===== src/rtl/ddr_mon_pkg.sv =====
package ddr_mon_pkg;

  typedef enum logic [2:0] {
    CMD_NOP,
    CMD_ACT,
    CMD_RD,
    CMD_WR,
    CMD_PRE,
    CMD_OTHER
  } cmd_e;

  // Strobe pattern {ras_n,cas_n,we_n} with chip select low.
  function automatic cmd_e decode_cmd(input logic cs_n, input logic ras_n,
                                      input logic cas_n, input logic we_n);
    cmd_e c;
    if (cs_n) c = CMD_NOP;
    else begin
      case ({ras_n, cas_n, we_n})
        3'b111:  c = CMD_NOP;
        3'b011:  c = CMD_ACT;
        3'b101:  c = CMD_RD;
        3'b100:  c = CMD_WR;
        3'b010:  c = CMD_PRE;
        default: c = CMD_OTHER;
      endcase
    end
    return c;
  endfunction

  // Clock cycles a write burst occupies (two beats per clock).
  function automatic logic [3:0] burst_clocks(input logic [1:0] code);
    logic [3:0] n;
    case (code)
      2'b10:   n = 4'd2;
      2'b11:   n = 4'd4;
      default: n = 4'd1;
    endcase
    return n;
  endfunction

  // Saturating increment used by every spacing counter.
  function automatic int unsigned sat_inc(input int unsigned v, input int unsigned lim);
    return (v >= lim) ? lim : v + 1;
  endfunction

endpackage


===== src/rtl/ddr_cmd_decode.sv =====
module ddr_cmd_decode
  import ddr_mon_pkg::*;
(
  input  logic cs_n,
  input  logic ras_n,
  input  logic cas_n,
  input  logic we_n,
  output logic is_act,
  output logic is_rd,
  output logic is_wr,
  output logic is_pre
);
  cmd_e cmd;

  always_comb begin
    cmd    = decode_cmd(cs_n, ras_n, cas_n, we_n);
    is_act = (cmd == CMD_ACT);
    is_rd  = (cmd == CMD_RD);
    is_wr  = (cmd == CMD_WR);
    is_pre = (cmd == CMD_PRE);
  end
endmodule


===== src/rtl/ddr_bank_tracker.sv =====
module ddr_bank_tracker
  import ddr_mon_pkg::*;
#(
  parameter int CW   = 3,
  parameter int CMAX = 7
) (
  input  logic          clk,
  input  logic          rst_n,
  input  logic          act_i,
  input  logic          pre_i,
  input  logic          wr_ap_i,
  input  logic [3:0]    burst_clks_i,
  output logic          open_o,
  output logic [CW-1:0] since_o
);
  localparam logic [CW-1:0] SAT = CW'(CMAX);

  logic [3:0] ap_left;
  logic       ap_expire;

  assign ap_expire = (ap_left == 4'd1) && !act_i && !pre_i && !wr_ap_i;

  always_ff @(posedge clk) begin
    if (!rst_n) begin
      open_o  <= 1'b0;
      since_o <= SAT;
      ap_left <= '0;
    end else begin
      since_o <= act_i ? CW'(1) : CW'(sat_inc(int'(since_o), CMAX));
      if (act_i) begin
        open_o  <= 1'b1;
        ap_left <= '0;
      end else if (pre_i) begin
        open_o  <= 1'b0;
        ap_left <= '0;
      end else if (wr_ap_i) begin
        ap_left <= burst_clks_i;
      end else if (ap_expire) begin
        open_o  <= 1'b0;
        ap_left <= '0;
      end else if (ap_left != 4'd0) begin
        ap_left <= ap_left - 4'd1;
      end
    end
  end

  AST_ACT_OPENS: assert property (@(posedge clk) disable iff (!rst_n)
    act_i |=> (open_o && since_o == CW'(1)));
  AST_PRE_CLOSES: assert property (@(posedge clk) disable iff (!rst_n)
    (pre_i && !act_i) |=> !open_o);
  AST_AP_EXPIRES: assert property (@(posedge clk) disable iff (!rst_n)
    ap_expire |=> !open_o);
  AST_AP_HOLDS: assert property (@(posedge clk) disable iff (!rst_n)
    (ap_left > 4'd1 && open_o && !pre_i) |=> open_o);
endmodule


===== src/rtl/ddr_act_spacing.sv =====
module ddr_act_spacing
  import ddr_mon_pkg::*;
#(
  parameter int CW   = 3,
  parameter int CMAX = 7,
  parameter int BA_W = 2
) (
  input  logic            clk,
  input  logic            rst_n,
  input  logic            act_i,
  input  logic [BA_W-1:0] bank_i,
  output logic [CW-1:0]   gap_o,
  output logic [BA_W-1:0] last_bank_o
);
  always_ff @(posedge clk) begin
    if (!rst_n) begin
      gap_o       <= CW'(CMAX);
      last_bank_o <= '0;
    end else if (act_i) begin
      gap_o       <= CW'(1);
      last_bank_o <= bank_i;
    end else begin
      gap_o <= CW'(sat_inc(int'(gap_o), CMAX));
    end
  end

  AST_GAP_RESTART: assert property (@(posedge clk) disable iff (!rst_n)
    act_i |=> (gap_o == CW'(1) && last_bank_o == $past(bank_i)));
endmodule


===== src/rtl/ddr_bank_rule_monitor.sv =====
module ddr_bank_rule_monitor
  import ddr_mon_pkg::*;
#(
  parameter int T_RCD = 3,
  parameter int T_RRD = 2,
  parameter int T_RC  = 7,
  parameter int BA_W  = 2
) (
  input  logic       clk,
  input  logic       rst_n,
  input  logic       cs_n,
  input  logic       ras_n,
  input  logic       cas_n,
  input  logic       we_n,
  input  logic [1:0] ba,
  input  logic       ap,
  input  logic [1:0] burst_code,
  output logic       err_rcd,
  output logic       err_closed,
  output logic       err_open,
  output logic       err_rrd,
  output logic       err_rc
);
  localparam int NBANK = 1 << BA_W;
  localparam int CMAX  = (T_RC > T_RCD) ? ((T_RC > T_RRD) ? T_RC : T_RRD)
                                        : ((T_RCD > T_RRD) ? T_RCD : T_RRD);
  localparam int CW    = $clog2(CMAX + 1);
  localparam logic [CW-1:0] LIM_RCD = CW'(T_RCD);
  localparam logic [CW-1:0] LIM_RRD = CW'(T_RRD);
  localparam logic [CW-1:0] LIM_RC  = CW'(T_RC);

  logic            is_act, is_rd, is_wr, is_pre, is_col;
  logic [NBANK-1:0] open_vec;
  logic [CW-1:0]   since_arr [NBANK];
  logic [CW-1:0]   gap;
  logic [BA_W-1:0] last_bank;
  logic [3:0]      burst_clks;
  logic            cur_open;
  logic [CW-1:0]   cur_since;

  // Named rule events, one per flag.
  logic ev_rcd, ev_closed, ev_open, ev_rrd, ev_rc;

  ddr_cmd_decode u_dec (
    .cs_n(cs_n), .ras_n(ras_n), .cas_n(cas_n), .we_n(we_n),
    .is_act(is_act), .is_rd(is_rd), .is_wr(is_wr), .is_pre(is_pre)
  );

  assign burst_clks = burst_clocks(burst_code);
  assign is_col     = is_rd || is_wr;
  assign cur_open   = open_vec[ba];
  assign cur_since  = since_arr[ba];

  for (genvar b = 0; b < NBANK; b++) begin : g_bank
    logic hit;
    assign hit = (ba == BA_W'(b));
    ddr_bank_tracker #(.CW(CW), .CMAX(CMAX)) u_trk (
      .clk(clk), .rst_n(rst_n),
      .act_i(is_act && hit),
      .pre_i(is_pre && (ap || hit)),
      .wr_ap_i(is_wr && ap && hit && open_vec[b]),
      .burst_clks_i(burst_clks),
      .open_o(open_vec[b]),
      .since_o(since_arr[b])
    );
  end

  ddr_act_spacing #(.CW(CW), .CMAX(CMAX), .BA_W(BA_W)) u_gap (
    .clk(clk), .rst_n(rst_n), .act_i(is_act), .bank_i(ba),
    .gap_o(gap), .last_bank_o(last_bank)
  );

  assign ev_closed = is_col && !cur_open;
  assign ev_rcd    = is_col && cur_open && (cur_since < LIM_RCD);
  assign ev_open   = is_act && cur_open;
  assign ev_rc     = is_act && (cur_since < LIM_RC);
  assign ev_rrd    = is_act && (last_bank != ba) && (gap < LIM_RRD);

  always_ff @(posedge clk) begin
    if (!rst_n) begin
      {err_rcd, err_closed, err_open, err_rrd, err_rc} <= '0;
    end else begin
      err_rcd    <= ev_rcd;
      err_closed <= ev_closed;
      err_open   <= ev_open;
      err_rrd    <= ev_rrd;
      err_rc     <= ev_rc;
    end
  end

  AST_QUIET_ON_IDLE: assert property (@(posedge clk) disable iff (!rst_n)
    !(is_act || is_col) |=> !(err_rcd || err_closed || err_open || err_rrd || err_rc));
  AST_RCD_NEEDS_OPEN: assert property (@(posedge clk) disable iff (!rst_n)
    err_rcd |-> $past(is_col && cur_open));
  AST_CLOSED_EXCLUSIVE: assert property (@(posedge clk) disable iff (!rst_n)
    err_closed |-> !err_rcd);
  AST_OPEN_FROM_ACT: assert property (@(posedge clk) disable iff (!rst_n)
    err_open |-> $past(is_act));
  AST_RRD_OTHER_BANK: assert property (@(posedge clk) disable iff (!rst_n)
    err_rrd |-> $past(is_act && last_bank != ba));
  AST_RC_FROM_ACT: assert property (@(posedge clk) disable iff (!rst_n)
    err_rc |-> $past(is_act));
endmodule


===== config.mk =====
export PLATFORM = sky130hd
export DESIGN_NAME = ddr_bank_rule_monitor
export DESIGN_NICKNAME = d
export VERILOG_FILES = /design/src/rtl/ddr_mon_pkg.sv /design/src/rtl/ddr_cmd_decode.sv /design/src/rtl/ddr_bank_tracker.sv /design/src/rtl/ddr_act_spacing.sv /design/src/rtl/ddr_bank_rule_monitor.sv
export SDC_FILE = /design/constraint.sdc
export NUM_CORES = 1
export LEC_CHECK = 0
export BUFFER_PORTS_ARGS = -buffer_cell sky130_fd_sc_hd__clkbuf_2
export CAP_MARGIN = 20
export CORE_ASPECT_RATIO = 0.6
export CORE_UTILIZATION = 60
export CTS_CLUSTER_SIZE = 30
export DETAILED_ROUTE_END_ITERATION = 8
export GPL_TIMING_DRIVEN = 0
export PLACE_DENSITY_LB_ADDON = 0.08
export SLEW_MARGIN = 15
export SYNTH_ARGS = -nofsm -noshare
export SYNTH_HDL_FRONTEND = slang
export SYNTH_SLANG_ARGS = --single-unit

===== constraint.sdc =====
create_clock -name clk -period 2.05 [get_ports clk]
set_clock_uncertainty 0.15 [all_clocks]
set_input_delay 0.1025 -clock clk [delete_from_list [all_inputs] [get_ports clk]]
set_output_delay 0.1025 -clock clk [all_outputs]
set_load 0.02 [all_outputs]

# Yosys cells after proc, flatten, opt, wreduce, memory -nomap -nowiden
# Cells that the tools add are included.
# op_classes
n_addsub	9
magnitude_cmp	10
n_eq_ne	23
n_mux	46
bitwise_logic	2
reduce_logical	80
# op_table
cell	count
$mux 4	12
$mux 3	13
$logic_and 1x1->1	36
$reduce_or 3->1	9
$reduce_bool 3->1	8
$ge 3x3->1 const B	6
$mux 1	17
$eq 4x1->1 const B	4
$reduce_bool 4->1	4
$sub 4x1->4 const B	4
$add 3x1->3 const B	5
$pmux 3 s5	1
$logic_not 1->1	13
$eq 3x2->1 const B	4
$eq 3x3->1 const B	4
$ne 3x1->1 const B	4
$eq 2x2->1 const B	4
$reduce_and 2->1	4
$bmux 3 s2	1
$lt 3x2->1 const B	2
$pmux 3 s2	1
$logic_or 1x1->1	5
$eq 3x1->1 const B	1
$lt 2x3->1 const B	1
other kinds (7)	7
# totals
regBits	42
output_inout_bits	5
elab_cells	194

# Depth between registers and ports, before layout
# depth
word_depth	13
mapped_depth	6

# Modules after synthesis
# From an unflattened synthesis, not the netlist that was laid out.
# hier_totals
hier_cells	251
hier_area_um2	2391.0
# by_module_without_submodules
mod	instances	cells_each	area_per_inst_um2
ddr_bank_tracker	4	46	432.9
ddr_bank_rule_monitor	1	45	410.4
ddr_act_spacing	1	18	206.4
ddr_cmd_decode	1	4	42.5

# Least setup slack after synthesis
# No wires, ideal clock.
# synth_timing
kind	register to register
start	register g_bank[1].u_trk.ap_left[0]
end	register g_bank[1].u_trk.ap_left[0]
arrival_ns	1.458
required_ns	1.814
path_slack_ns	0.356
stages_incl_launch_ff	7
n_path_buf	0
cell_sequence	dfxtp_1 -> inv_1 -> ha_1 -> or3b_2 -> inv_1 -> o221ai_1 -> a221oi_2
# synth_via
elab_chain_len	6
# synth_rtl
element	line	rtl
from (decl)	ddr_bank_tracker.sv:18	logic [3:0] ap_left;
from (signal assigned)	ddr_bank_tracker.sv:37	ap_left <= burst_clks_i;
from (signal assigned)	ddr_bank_tracker.sv:42	ap_left <= ap_left - 4'd1;
branches (longest 6 deep; another with $sub 4x1->4)	--	
# Parallel ways; which one is timed is not known. The select of a mux whose other input is x is not followed.
# A chain may end at the register's enable or synchronous reset.

# Worst setup path in the final report
# Ends and elaborated chain as after synthesis.

==> flow_metrics.tcl <==
set metrics [dict create \
    totalPowerFinal_mw 2.902 \
    rsz0062_at_grt "false" \
    cts_resized 0 \
    swShare 0.3679 \
    vias_per_cell 5.994 \
    netlist_instances 273 \
    wl_per_cell_um 15.24 \
    fin_hold_ws_ps 27.59 \
    clock_sink_count 42 \
    synth-seq-cells 42 \
    critical-path-slowest-cell "or3b_2" \
    worst_path_most_repeated_cell "inv_1" \
    cp_data_required_time_ps 2120 \
    grtUsageTotal 0.2629 \
    clk_pin_slew_ps 80 \
    syn-cell-area_um2 2485 \
    critPathLaunchType "flop" \
    dp_slack_ps 229.3 \
    holdCritPathClass "in -> reg" \
    dpl.hpwl_um 3995 \
    syn-num-nets 305 \
    antenna_found_initial 0 \
    synth_top_area_frac 0.3384 \
    hold_viol_final 0 \
    r2r_setup_slack_ps 190 \
    finalSetupViolations 0 \
    grt_pass1_vias 1856 \
    fin_area_um2 2725 \
    gp_congestion 0.8343 \
    synth.top_cells.by_area "dfxtp_1, ha_1, nand2_1, a221oi_2, nand3_1" \
    fin_util 0.7157 \
    wl_um 5243 \
    die_area_um2 4411 \
    drt_iter0_markers 94 \
    avgSynthCellArea_um2 9.102 \
    clk_latency_ps 300 \
    powerDensity_nw_per_um2 1065 \
    start_util 0.6526 \
    fillers 293 \
    critPathCaptureType "flop" \
    die_w_um 85.08 \
    cts_buffers 5 \
    worst-path-max-fanout 4 \
    slew_viol_final 0 \
    post-route-period-util 0.9072 \
    yosysTopAreaCell "dfxtp_1" \
    seq_power_share 0.377 \
    ctsRootBufferMaster "clkbuf_8" \
    seq_area_frac_synth 0.3384 \
    intPower_mw 1.835 \
    share_comb_of_total_power 0.431 \
    path_delay_family "simple AND/OR/NAND/NOR gates" \
    drt_pass1_iterations 4 \
    netSwitchingPower_mw 1.068 \
    post_dp_cell_area_um2 2614 \
    fp.dieH_um 51.85 \
    grt_pass1_wl_um 8714 \
    max_freq_mhz 537.7 \
    power.leakage_nw 1.101 \
    drc_errors 0 \
    cp.arrival_ps 1930 \
    worstMarginPinSlew_ps 507.7 \
    clockPowerShare 0.192 \
    worst_path_largest_cell_delay_ps 510 \
    critical_path.cell_chain "inv_1, ha_1, or3b_2, inv_1, o221ai_1, a221oi_2" \
    cts_tree "built" \
    setup_ws_ps 190.2 \
    core-area_um2 3807 \
    rows 17 \
    route.vias.total 2062 \
    h-tree-depth 2 \
    synth_cell_type_count 54 \
    grt_overflow 0 \
    ant_nets 0 \
    final_nets 328 \
    worstPathBufferInverterCount 2 \
    setup_tns_ps 0 \
    io_buffers 14 \
    post-cts-setup-buffers 0 \
    status "completed" \
    cap_violations 0 \
    n_antenna_cell 0 \
    clockBufferDepth 2 \
    maxSlewHeadroom 0.6601 \
    layout_min_cycle_time_ps 1860 \
    io_pins 16 \
    dp.cells 334 \
    drive_gt1_frac 0.1650 \
    instances_no_fill 344 \
    grt_max_degree 13 \
    crit_type "reg -> reg" \
    yosys_warnings 0 \
    area_delta_synth_final_pct 9.668 \
    max-vdd-ir-drop_v 0.0007863 \
]
cells in the final DEF (no fill, tap or decap), types with 8 or more instances in the layout:
cell | synthesis | final
nor3_1 | 8 | 8
o21ai_0 | 11 | 11
nor2_1 | 15 | 15
inv_1 | 15 | 15
nand2_1 | 25 | 25
a21oi_1 | 10 | 10
nand3_1 | 14 | 14
ha_1 | 21 | 21
dfxtp_1 | 42 | 42
clkbuf_2 | 1 | 15
state kept, by name, indices dropped and copies added, names as in the netlist:
| name | flops |
|---|---|
| err_rrd | 1 |
| err_rcd | 1 |
| u_gap.last_bank_o | 2 |
| err_closed | 1 |
| g_bank.u_trk.open_o | 4 |
| g_bank.u_trk.since_o | 12 |
| u_gap.gap_o | 3 |
| g_bank.u_trk.ap_left | 16 |
| err_rc | 1 |
| err_open | 1 |
routing by layer:
metal	routed length [um]	GRT usage
met1	2769	0.3861
met2	2186	0.3750
met3	255	0.07143
met4	32	0.07345
met5	0	0
worst register-to-register path, cell delays in order, from the launching register on:
cell,delay (ps)
dfxtp_1,350
inv_1,100
ha_1,200
or3b_2,510
inv_1,120
o221ai_1,140
a221oi_2,210
logic make-up after synthesis:
group | after synthesis | share of synthesized area
simple gates | 112 | 0.2744
compound gates | 64 | 0.1933
flops | 42 | 0.3384
buf+inv | 23 | 0.03826
fa+ha+maj | 21 | 0.1057
xor+xnor | 9 | 0.03172
mux | 2 | 0.01813
power groups by stage:
stage          combinational, mW  sequential, mW  clock, mW
3_5_place_dp                1.23            1.11          0
5_1_grt                     1.40            1.12      0.602
6_report                    1.25            1.09      0.557
3_3_place_gp                1.22            1.10          0
4_1_cts                     1.24            1.09      0.570
2_1_floorplan               1.03            1.08          0
repair_timing:
action / 4_1_cts / 5_1_grt
hold endpoints to repair: 3 / 0
hold buffers: 2 / 0
setup endpoints to repair: 0 / 0
final cells by class:
class                           instances  area [um2]  area share
Multi-Input combinational cell        208        1549      0.5684
Tap cell                               47       58.81     0.02158
Clock inverter                          1       5.005    0.001837
Buffer                                  8       38.79     0.01423
Sequential cell                        42       840.8      0.3085
Inverter                               15       56.30     0.02066
Clock buffer                            7       86.33     0.03168
Timing Repair Buffer                   16       90.09     0.03306
cells in the mapped netlist, drive strengths merged:
cell     number
nand2        25
nor4bb        1
or2           4
a21boi        6
nor3b         7
nor2b         4
a21bo         1
o21ai        12
nand3b        4
nand2b        2
nand4bb       4
a31oi         1
nor2         15
and4b         1
mux4          2
inv          15
nor4b         3
a21oi        10
o21a          7
and2          1
or3b          5
xor2          4
buf           4
dfxtp        42
or3           4
o211ai        7
and4          1
and3          3
a211o         2
o221ai        1
a211oi        2
nor3          8
xnor2         5
nand3        15
a2111oi       1
ha           21
a221oi        9
clkbuf        4
a311oi        1
a31o          4
nand4         3
and3b         2
final timing paths:
kind | depth (start not counted) | start | end
worst max register to register | 6 | g_bank[1].u_trk.ap_left[0] | g_bank[1].u_trk.ap_left[0]
worst min-delay path | 3 | ras_n | err_closed
worst max-delay path | 6 | g_bank[1].u_trk.ap_left[0] | g_bank[1].u_trk.ap_left[0]
worst min register to register | 1 | u_gap.gap_o[0] | u_gap.gap_o[0]
(Power assumes the default switching activity.)
